==> src/rtl/rfr_pkg.sv <==
package rfr_pkg;

  localparam logic [1:0] RSP_IGNORE    = 2'b00;
  localparam logic [1:0] RSP_SHUT      = 2'b01;
  localparam logic [1:0] RSP_RETRY_N   = 2'b10;
  localparam logic [1:0] RSP_RETRY_ALL = 2'b11;

  localparam int unsigned RETRY_MAX = 6;
  localparam int unsigned RETRY_W   = 3;

  typedef enum logic [1:0] {
    ST_RUN     = 2'd0,
    ST_WAIT_PG = 2'd1,
    ST_DELAY   = 2'd2,
    ST_LOCK    = 2'd3
  } ctrl_state_e;

  // severity rank: higher wins when several events coincide
  function automatic logic [1:0] resp_rank(input logic [1:0] code);
    case (code)
      RSP_SHUT:      return 2'd3;
      RSP_RETRY_N:   return 2'd2;
      RSP_RETRY_ALL: return 2'd1;
      default:       return 2'd0;
    endcase
  endfunction

  function automatic logic [1:0] rank_resp(input logic [1:0] rank);
    case (rank)
      2'd3:    return RSP_SHUT;
      2'd2:    return RSP_RETRY_N;
      2'd1:    return RSP_RETRY_ALL;
      default: return RSP_IGNORE;
    endcase
  endfunction

endpackage

==> src/rtl/rfr_cfg_regs.sv <==
module rfr_cfg_regs
  import rfr_pkg::*;
#(
  parameter int          NUM_RAILS = 6,
  parameter int          DLY_W     = 16,
  parameter int          ADDR_W    = 4,
  parameter logic [3:0]  DEF_RESP  = 4'h5,
  parameter int          DEF_LIMIT = 3,
  parameter int          DEF_DELAY = 8
) (
  input  logic                            clk,
  input  logic                            rst,
  input  logic                            we,
  input  logic [ADDR_W-1:0]               addr,
  input  logic [DLY_W-1:0]                wdata,
  output logic [NUM_RAILS-1:0][1:0]       ov_code,
  output logic [NUM_RAILS-1:0][1:0]       uv_code,
  output logic [RETRY_W-1:0]              limit,
  output logic [DLY_W-1:0]                delay,
  output logic                            clear
);

  localparam logic [ADDR_W-1:0] A_LIMIT = ADDR_W'(NUM_RAILS);
  localparam logic [ADDR_W-1:0] A_DELAY = ADDR_W'(NUM_RAILS + 1);
  localparam logic [ADDR_W-1:0] A_CLEAR = ADDR_W'(NUM_RAILS + 2);

  // per-rail response words: [1:0] overvoltage, [3:2] undervoltage
  for (genvar g = 0; g < NUM_RAILS; g++) begin : g_rail
    logic [3:0] word_q;
    always_ff @(posedge clk) begin
      if (rst)
        word_q <= DEF_RESP;
      else if (we && addr == ADDR_W'(g))
        word_q <= wdata[3:0];
    end
    assign ov_code[g] = word_q[1:0];
    assign uv_code[g] = word_q[3:2];
  end

  function automatic logic [RETRY_W-1:0] clamp_limit(input logic [DLY_W-1:0] v);
    if (v == '0)                   return RETRY_W'(1);
    else if (v > DLY_W'(RETRY_MAX)) return RETRY_W'(RETRY_MAX);
    else                           return v[RETRY_W-1:0];
  endfunction

  always_ff @(posedge clk) begin
    if (rst) begin
      limit <= RETRY_W'(DEF_LIMIT);
      delay <= DLY_W'(DEF_DELAY);
      clear <= 1'b0;
    end else begin
      clear <= we && (addr == A_CLEAR);
      if (we && addr == A_LIMIT) limit <= clamp_limit(wdata);
      if (we && addr == A_DELAY) delay <= wdata;
    end
  end

  a_r6_limit_range: assert property (@(posedge clk) disable iff (rst)
    (limit >= RETRY_W'(1)) && (limit <= RETRY_W'(RETRY_MAX)));

  a_r9_clear_pulse: assert property (@(posedge clk) disable iff (rst)
    $past(we && addr == A_CLEAR) |-> clear);

endmodule

==> src/rtl/rfr_fault_merge.sv <==
module rfr_fault_merge
  import rfr_pkg::*;
#(
  parameter int NUM_RAILS = 6
) (
  input  logic                      clk,
  input  logic                      rst,
  input  logic [NUM_RAILS-1:0]      ov_evt,
  input  logic [NUM_RAILS-1:0]      uv_evt,
  input  logic [NUM_RAILS-1:0][1:0] ov_code,
  input  logic [NUM_RAILS-1:0][1:0] uv_code,
  output logic [1:0]                act_code
);

  logic [NUM_RAILS-1:0][1:0] rail_rank;
  logic [NUM_RAILS-1:0]      rail_shut;

  for (genvar g = 0; g < NUM_RAILS; g++) begin : g_rank
    logic [1:0] ov_r, uv_r;
    assign ov_r         = ov_evt[g] ? resp_rank(ov_code[g]) : 2'd0;
    assign uv_r         = uv_evt[g] ? resp_rank(uv_code[g]) : 2'd0;
    assign rail_rank[g] = (ov_r > uv_r) ? ov_r : uv_r;
    assign rail_shut[g] = (ov_evt[g] && ov_code[g] == RSP_SHUT) ||
                          (uv_evt[g] && uv_code[g] == RSP_SHUT);
  end

  logic [1:0] best;
  always_comb begin
    best = 2'd0;
    for (int i = 0; i < NUM_RAILS; i++)
      if (rail_rank[i] > best) best = rail_rank[i];
  end

  assign act_code = rank_resp(best);

  a_r11_shut_wins: assert property (@(posedge clk) disable iff (rst)
    (|rail_shut) |-> (act_code == RSP_SHUT));

  a_r3_quiet_no_action: assert property (@(posedge clk) disable iff (rst)
    (ov_evt == '0 && uv_evt == '0) |-> (act_code == RSP_IGNORE));

endmodule

==> src/rtl/rfr_ctrl.sv <==
module rfr_ctrl
  import rfr_pkg::*;
#(
  parameter int N_VOUT = 4,
  parameter int DLY_W  = 16
) (
  input  logic               clk,
  input  logic               rst,
  input  logic [1:0]         act_code,
  input  logic [N_VOUT-1:0]  pg,
  input  logic [RETRY_W-1:0] limit,
  input  logic [DLY_W-1:0]   delay,
  input  logic               clear,
  output logic               shut_o,
  output logic               restart_o,
  output logic               lock_o
);

  ctrl_state_e        state;
  logic [RETRY_W-1:0] retry_cnt;
  logic [DLY_W-1:0]   tmr;
  logic               pg_all_low, pg_all_high;

  assign pg_all_low  = ~|pg;
  assign pg_all_high = &pg;

  always_ff @(posedge clk) begin
    if (rst) begin
      state     <= ST_RUN;
      retry_cnt <= '0;
      tmr       <= '0;
      shut_o    <= 1'b0;
      restart_o <= 1'b0;
      lock_o    <= 1'b0;
    end else begin
      restart_o <= 1'b0;
      if (clear) retry_cnt <= '0;
      case (state)
        ST_RUN: begin
          if (act_code == RSP_SHUT) begin
            state  <= ST_LOCK;
            shut_o <= 1'b1;
            lock_o <= 1'b1;
          end else if (act_code == RSP_RETRY_N) begin
            shut_o <= 1'b1;
            if (retry_cnt >= limit) begin
              state  <= ST_LOCK;
              lock_o <= 1'b1;
            end else begin
              state     <= ST_WAIT_PG;
              retry_cnt <= retry_cnt + 1'b1;
            end
          end else if (act_code == RSP_RETRY_ALL) begin
            state  <= ST_WAIT_PG;
            shut_o <= 1'b1;
          end else if (pg_all_high) begin
            retry_cnt <= '0;
          end
        end
        ST_WAIT_PG: begin
          if (pg_all_low) begin
            state <= ST_DELAY;
            tmr   <= '0;
          end
        end
        ST_DELAY: begin
          if (tmr >= delay) begin
            state     <= ST_RUN;
            shut_o    <= 1'b0;
            restart_o <= 1'b1;
          end else begin
            tmr <= tmr + 1'b1;
          end
        end
        default: begin
          if (clear) begin
            state  <= ST_WAIT_PG;
            lock_o <= 1'b0;
          end
        end
      endcase
    end
  end

  a_r13_single_pulse: assert property (@(posedge clk) disable iff (rst)
    restart_o |=> !restart_o);

  a_r13_release_with_restart: assert property (@(posedge clk) disable iff (rst)
    restart_o |-> (!shut_o && $past(shut_o)));

  a_r4_lock_keeps_shut: assert property (@(posedge clk) disable iff (rst)
    lock_o |-> shut_o);

  a_r5_count_cap: assert property (@(posedge clk) disable iff (rst)
    retry_cnt <= RETRY_W'(RETRY_MAX));

  a_r8_pg_gate: assert property (@(posedge clk) disable iff (rst)
    (state == ST_DELAY && $past(state) == ST_WAIT_PG) |-> $past(pg_all_low));

  a_r9_clear_unlocks: assert property (@(posedge clk) disable iff (rst)
    (lock_o && clear) |=> !lock_o);

  a_r12_masked_while_down: assert property (@(posedge clk) disable iff (rst)
    (state != ST_RUN && !clear) |=> $stable(lock_o));

endmodule

==> src/rtl/rail_fault_retry.sv <==
module rail_fault_retry
  import rfr_pkg::*;
#(
  parameter int         N_VIN     = 2,
  parameter int         N_VOUT    = 4,
  parameter int         DLY_W     = 16,
  parameter int         ADDR_W    = $clog2(N_VIN + N_VOUT + 3),
  parameter logic [3:0] DEF_RESP  = 4'h5,
  parameter int         DEF_LIMIT = 3,
  parameter int         DEF_DELAY = 8
) (
  input  logic                      clk,
  input  logic                      rst,
  input  logic                      cfg_we,
  input  logic [ADDR_W-1:0]         cfg_addr,
  input  logic [DLY_W-1:0]          cfg_wdata,
  input  logic [N_VIN+N_VOUT-1:0]   ov_evt,
  input  logic [N_VIN+N_VOUT-1:0]   uv_evt,
  input  logic [N_VOUT-1:0]         pg_out,
  output logic                      shut_req,
  output logic                      restart_req,
  output logic                      latched_off
);

  localparam int NUM_RAILS = N_VIN + N_VOUT;

  logic [NUM_RAILS-1:0][1:0] ov_code, uv_code;
  logic [RETRY_W-1:0]        limit;
  logic [DLY_W-1:0]          delay;
  logic                      clear;
  logic [1:0]                act_code;

  rfr_cfg_regs #(
    .NUM_RAILS (NUM_RAILS),
    .DLY_W     (DLY_W),
    .ADDR_W    (ADDR_W),
    .DEF_RESP  (DEF_RESP),
    .DEF_LIMIT (DEF_LIMIT),
    .DEF_DELAY (DEF_DELAY)
  ) u_regs (
    .clk     (clk),
    .rst     (rst),
    .we      (cfg_we),
    .addr    (cfg_addr),
    .wdata   (cfg_wdata),
    .ov_code (ov_code),
    .uv_code (uv_code),
    .limit   (limit),
    .delay   (delay),
    .clear   (clear)
  );

  rfr_fault_merge #(
    .NUM_RAILS (NUM_RAILS)
  ) u_merge (
    .clk      (clk),
    .rst      (rst),
    .ov_evt   (ov_evt),
    .uv_evt   (uv_evt),
    .ov_code  (ov_code),
    .uv_code  (uv_code),
    .act_code (act_code)
  );

  rfr_ctrl #(
    .N_VOUT (N_VOUT),
    .DLY_W  (DLY_W)
  ) u_ctrl (
    .clk       (clk),
    .rst       (rst),
    .act_code  (act_code),
    .pg        (pg_out),
    .limit     (limit),
    .delay     (delay),
    .clear     (clear),
    .shut_o    (shut_req),
    .restart_o (restart_req),
    .lock_o    (latched_off)
  );

endmodule

==> config.mk <==
export PLATFORM = sky130hd
export DESIGN_NAME = rail_fault_retry
export DESIGN_NICKNAME = d
export VERILOG_FILES = /design/src/rtl/rfr_pkg.sv /design/src/rtl/rfr_cfg_regs.sv /design/src/rtl/rfr_fault_merge.sv /design/src/rtl/rfr_ctrl.sv /design/src/rtl/rail_fault_retry.sv
export SDC_FILE = /design/constraint.sdc
export NUM_CORES = 1
export LEC_CHECK = 0
export ABC_AREA = 1
export BUFFER_PORTS_ARGS = -buffer_cell sky130_fd_sc_hd__buf_2
export CORE_AREA = 2 2 92 94
export DETAILED_ROUTE_END_ITERATION = 7
export DIE_AREA = 0 0 94 96
export HOLD_SLACK_MARGIN = 0.03
export PLACE_DENSITY_LB_ADDON = 0.15
export SYNTH_ARGS = -nofsm -noshare
export SYNTH_HDL_FRONTEND = slang
export SYNTH_SLANG_ARGS = --single-unit
==> constraint.sdc <==
create_clock -name clk -period 6.1 [get_ports clk]
set_input_delay 0.915 -clock clk [delete_from_list [all_inputs] [get_ports clk]]
set_output_delay 0.915 -clock clk [all_outputs]
set_load 0.01 [all_outputs]
==> impl_metrics.toml <==
[yosys]
synth_seq_cells = 68
synthesis.nets = 774
ys_async_sr_fraction = 0
yosysUniqueCellTypes = 38
syn_inst = 661
syn_area_um2 = 4650
ys.flop_type = "dfxtp_1"
synthTopCellsByArea = "dfxtp_1, ha_1, inv_1"
syn_area_per_cell_um2 = 7.04
synth_warnings = 0
yosys.area.top_type = "dfxtp_1"
synth_edf_count = 0
synth.top_cell.area_share = 0.293
yosysSeqAreaShare = 0.293

[sta]
tns_ps = 0
slew_violations = 0
layout_setup_ws_ps = 618
relSlewSlack = 0.564
period_share = 0.899
worst_slew_pin_slew_ps = 653
fmax_mhz = 182
fin_skew_ps = 10.1
fin_worst_hold_slack_ps = 449
fin_crit_ps = 5480
setup_violations = 0
hold_viol = 0
rsz0062_at_grt = "false"

[floorplan]
initial_core_util = 0.578
dieArea_um2 = 9020
core-area_um2 = 8050
io_pins = 42
num_rows = 33
dieHeight_um = 96
die_w_um = 94

[clock_network]
post_cts_buffers = 0
cts_buffer_depth = 2
cts.sinks = 68
cts_tree = "built"
path_clk_slew_ps = 80
holdBufCountCts = 0
postCtsResizedCells = 0
cts_inserted_buffers = 9
cts-root-buf = "clkbuf_8"
h-tree-depth = 3
clk_latency_ps = 350

[power_and_ir_drop]
finalPower_mw = 1.37
power_density_nw_per_um2 = 265
p_leak_nw = 2.59
comb_power_share = 0.348
power_frac_seq = 0.353
p_int_mw = 0.868
clkPwrFrac = 0.299
swShare = 0.367
ir_worst_vdd_mv = 0.188
p_sw_mw = 0.504

[worst_setup_path]
critPathKind = "input pin to flip-flop"
path_buf_inv = 9
cp_slowest_cell = "ha_1"
required_ps = 6390
cp-start-kind = "input pin"
endpoint_kind = "flip-flop"
cpPeakStageDelay_ps = 290
crit_arrival_ps = 5780
critPathTopFamily = "simple AND/OR/NAND/NOR gates"
crit_fanout = 4
cp_common_cell = "nand2_1"

[cells_and_area]
syn2layout_area_growth_pct = 11.2
regArea_um2 = 1360
postLayoutCoreUtil = 0.643
drive_gt1_frac = 0.102
fill_cells = 756
multi_input_area_um2 = 2750
diodes = 0
layout.nets = 817

[flow_run]
cap_violations = 0

[global_route]
grt_max_degree = 34
antenna_found_initial = 0
grt_pass1_wl_mm = 17.1
grt_use_total = 0.237
grt.overflow.total = 0
grt_pass1_vias = 3991

[drt]
dr.pass1.iters = 4
vias = 4216
wire_per_inst_um = 12.2
drt_wl_total_mm = 9.93
ant_nets = 0
via_per_inst = 5.18
drt_iter0_markers = 149
route.detailed.drc = 0

[placement]
portBuffers = 41
dp_slack_ps = 307
hpwl_mm = 7.74
gp_congestion = 0.833

[status]
status = "finished clean"

[worst_hold_path]
min_path_type = "flip-flop to flip-flop"
[cell families (layout without fill, tap and decap cells)]
logic type / count (synthesis) / after routing / synth area share
compound gates: 145 / 145 / 0.174
xor+xnor: 4 / 4 / 0.00753
fa+ha+maj: 74 / 74 / 0.199
buf+inv: 144 / 192 / 0.116
flops: 68 / 68 / 0.293
simple gates: 226 / 226 / 0.211
[placed cells by master, fill, tap and decap left out, types with 2 or more instances in the layout]
cell and count:
buf_2 41, inv_1 126, clkinvlp_4 2, nor4_1 5
nand2_1 114, clkinv_1 3, clkbuf_8 9, o21a_1 4
o21ai_1 3, nand4_1 7, o22ai_1 3, dfxtp_1 68
o211ai_1 15, nor3_2 3, nor2_1 55, ha_1 74
a21oi_1 57, inv_2 5, nand3_1 27, xor2_1 3
bufinv_16 2, a31oi_1 2, o21ai_0 55, nor3_1 6
[metal layers]
metal	global-route usage	share of wire	wire, um	vias to the layer above
met1	0.300	0.48	4750	1903
met2	0.411	0.47	4640	64
li1	-	-	-	2234
met5	0	0	0	-
met3	0.0352	0.038	375	15
met4	0.0857	0.016	161	0
[area by class of cell]
type | instances | area share
multi-input combinational | 449 | 0.531
clock inverter | 6 | 0.0172
tap | 105 | 0.0254
sequential | 68 | 0.263
inverter | 134 | 0.0972
timing repair buffer | 42 | 0.0411
clock buffer | 10 | 0.0247
[power by group through the flow]
stage / Combinational [mW] / Clock (mW) / Sequential (mW)
after floorplan: 0.366 / 0 / 0.492
after global placement: 0.454 / 0 / 0.493
after detailed placement: 0.475 / 0 / 0.494
after CTS: 0.478 / 0.417 / 0.484
after global routing: 0.551 / 0.438 / 0.487
final: 0.478 / 0.410 / 0.484
[worst register-to-register path, delay by kind of cell (launching register included)]
kind,cells,cell delay (ps)
fa+ha+maj,7,1750
flops,1,380
simple gates,27,2420
buf+inv,7,330
compound gates,4,520
[final timing paths]
path,endpoint,cells past startpoint,slack (ps),startpoint
worst max register to register,u_ctrl.state[1],45,630,u_regs.g_rail[1].word_q[1]
worst min-delay path,u_ctrl.shut_o,2,450,u_ctrl.shut_o
worst min register to register,u_ctrl.shut_o,2,450,u_ctrl.shut_o
worst max-delay path,u_ctrl.state[1],44,620,ov_evt[1]
[sequential cells by signal, summed over array words and instances (netlist names)]
register	cells
u_ctrl.retry_cnt	3
u_ctrl.state	2
u_regs.clear	1
u_regs.limit	3
u_ctrl.restart_o	1
u_ctrl.lock_o	1
u_regs.g_rail.word_q	24
u_ctrl.shut_o	1
u_ctrl.tmr	16
u_regs.delay	16
[metrics by stage]
step,instances,area [um^2]
floorplan,661,4650
global placement,798,4960
detailed placement,798,4960
CTS,814,5170
global route,814,5170
finish,814,5170
[cell usage after synthesis (2+ instances only)]
cell type  count
nand3_1       27
o22ai_1        3
o211ai_1      15
xor2_1         3
o21ai_0       55
o21ai_1        3
nor3_1         6
nor3_2         3
nand4_1        7
nand2_1      114
a31oi_1        2
inv_2          5
ha_1          74
clkbuf_1       9
nor2_1        55
dfxtp_1       68
a21oi_1       57
nor4_1         5
o21a_1         4
clkinv_1       3
inv_1        126
No activity file was read; power rests on OpenSTA's default activity.
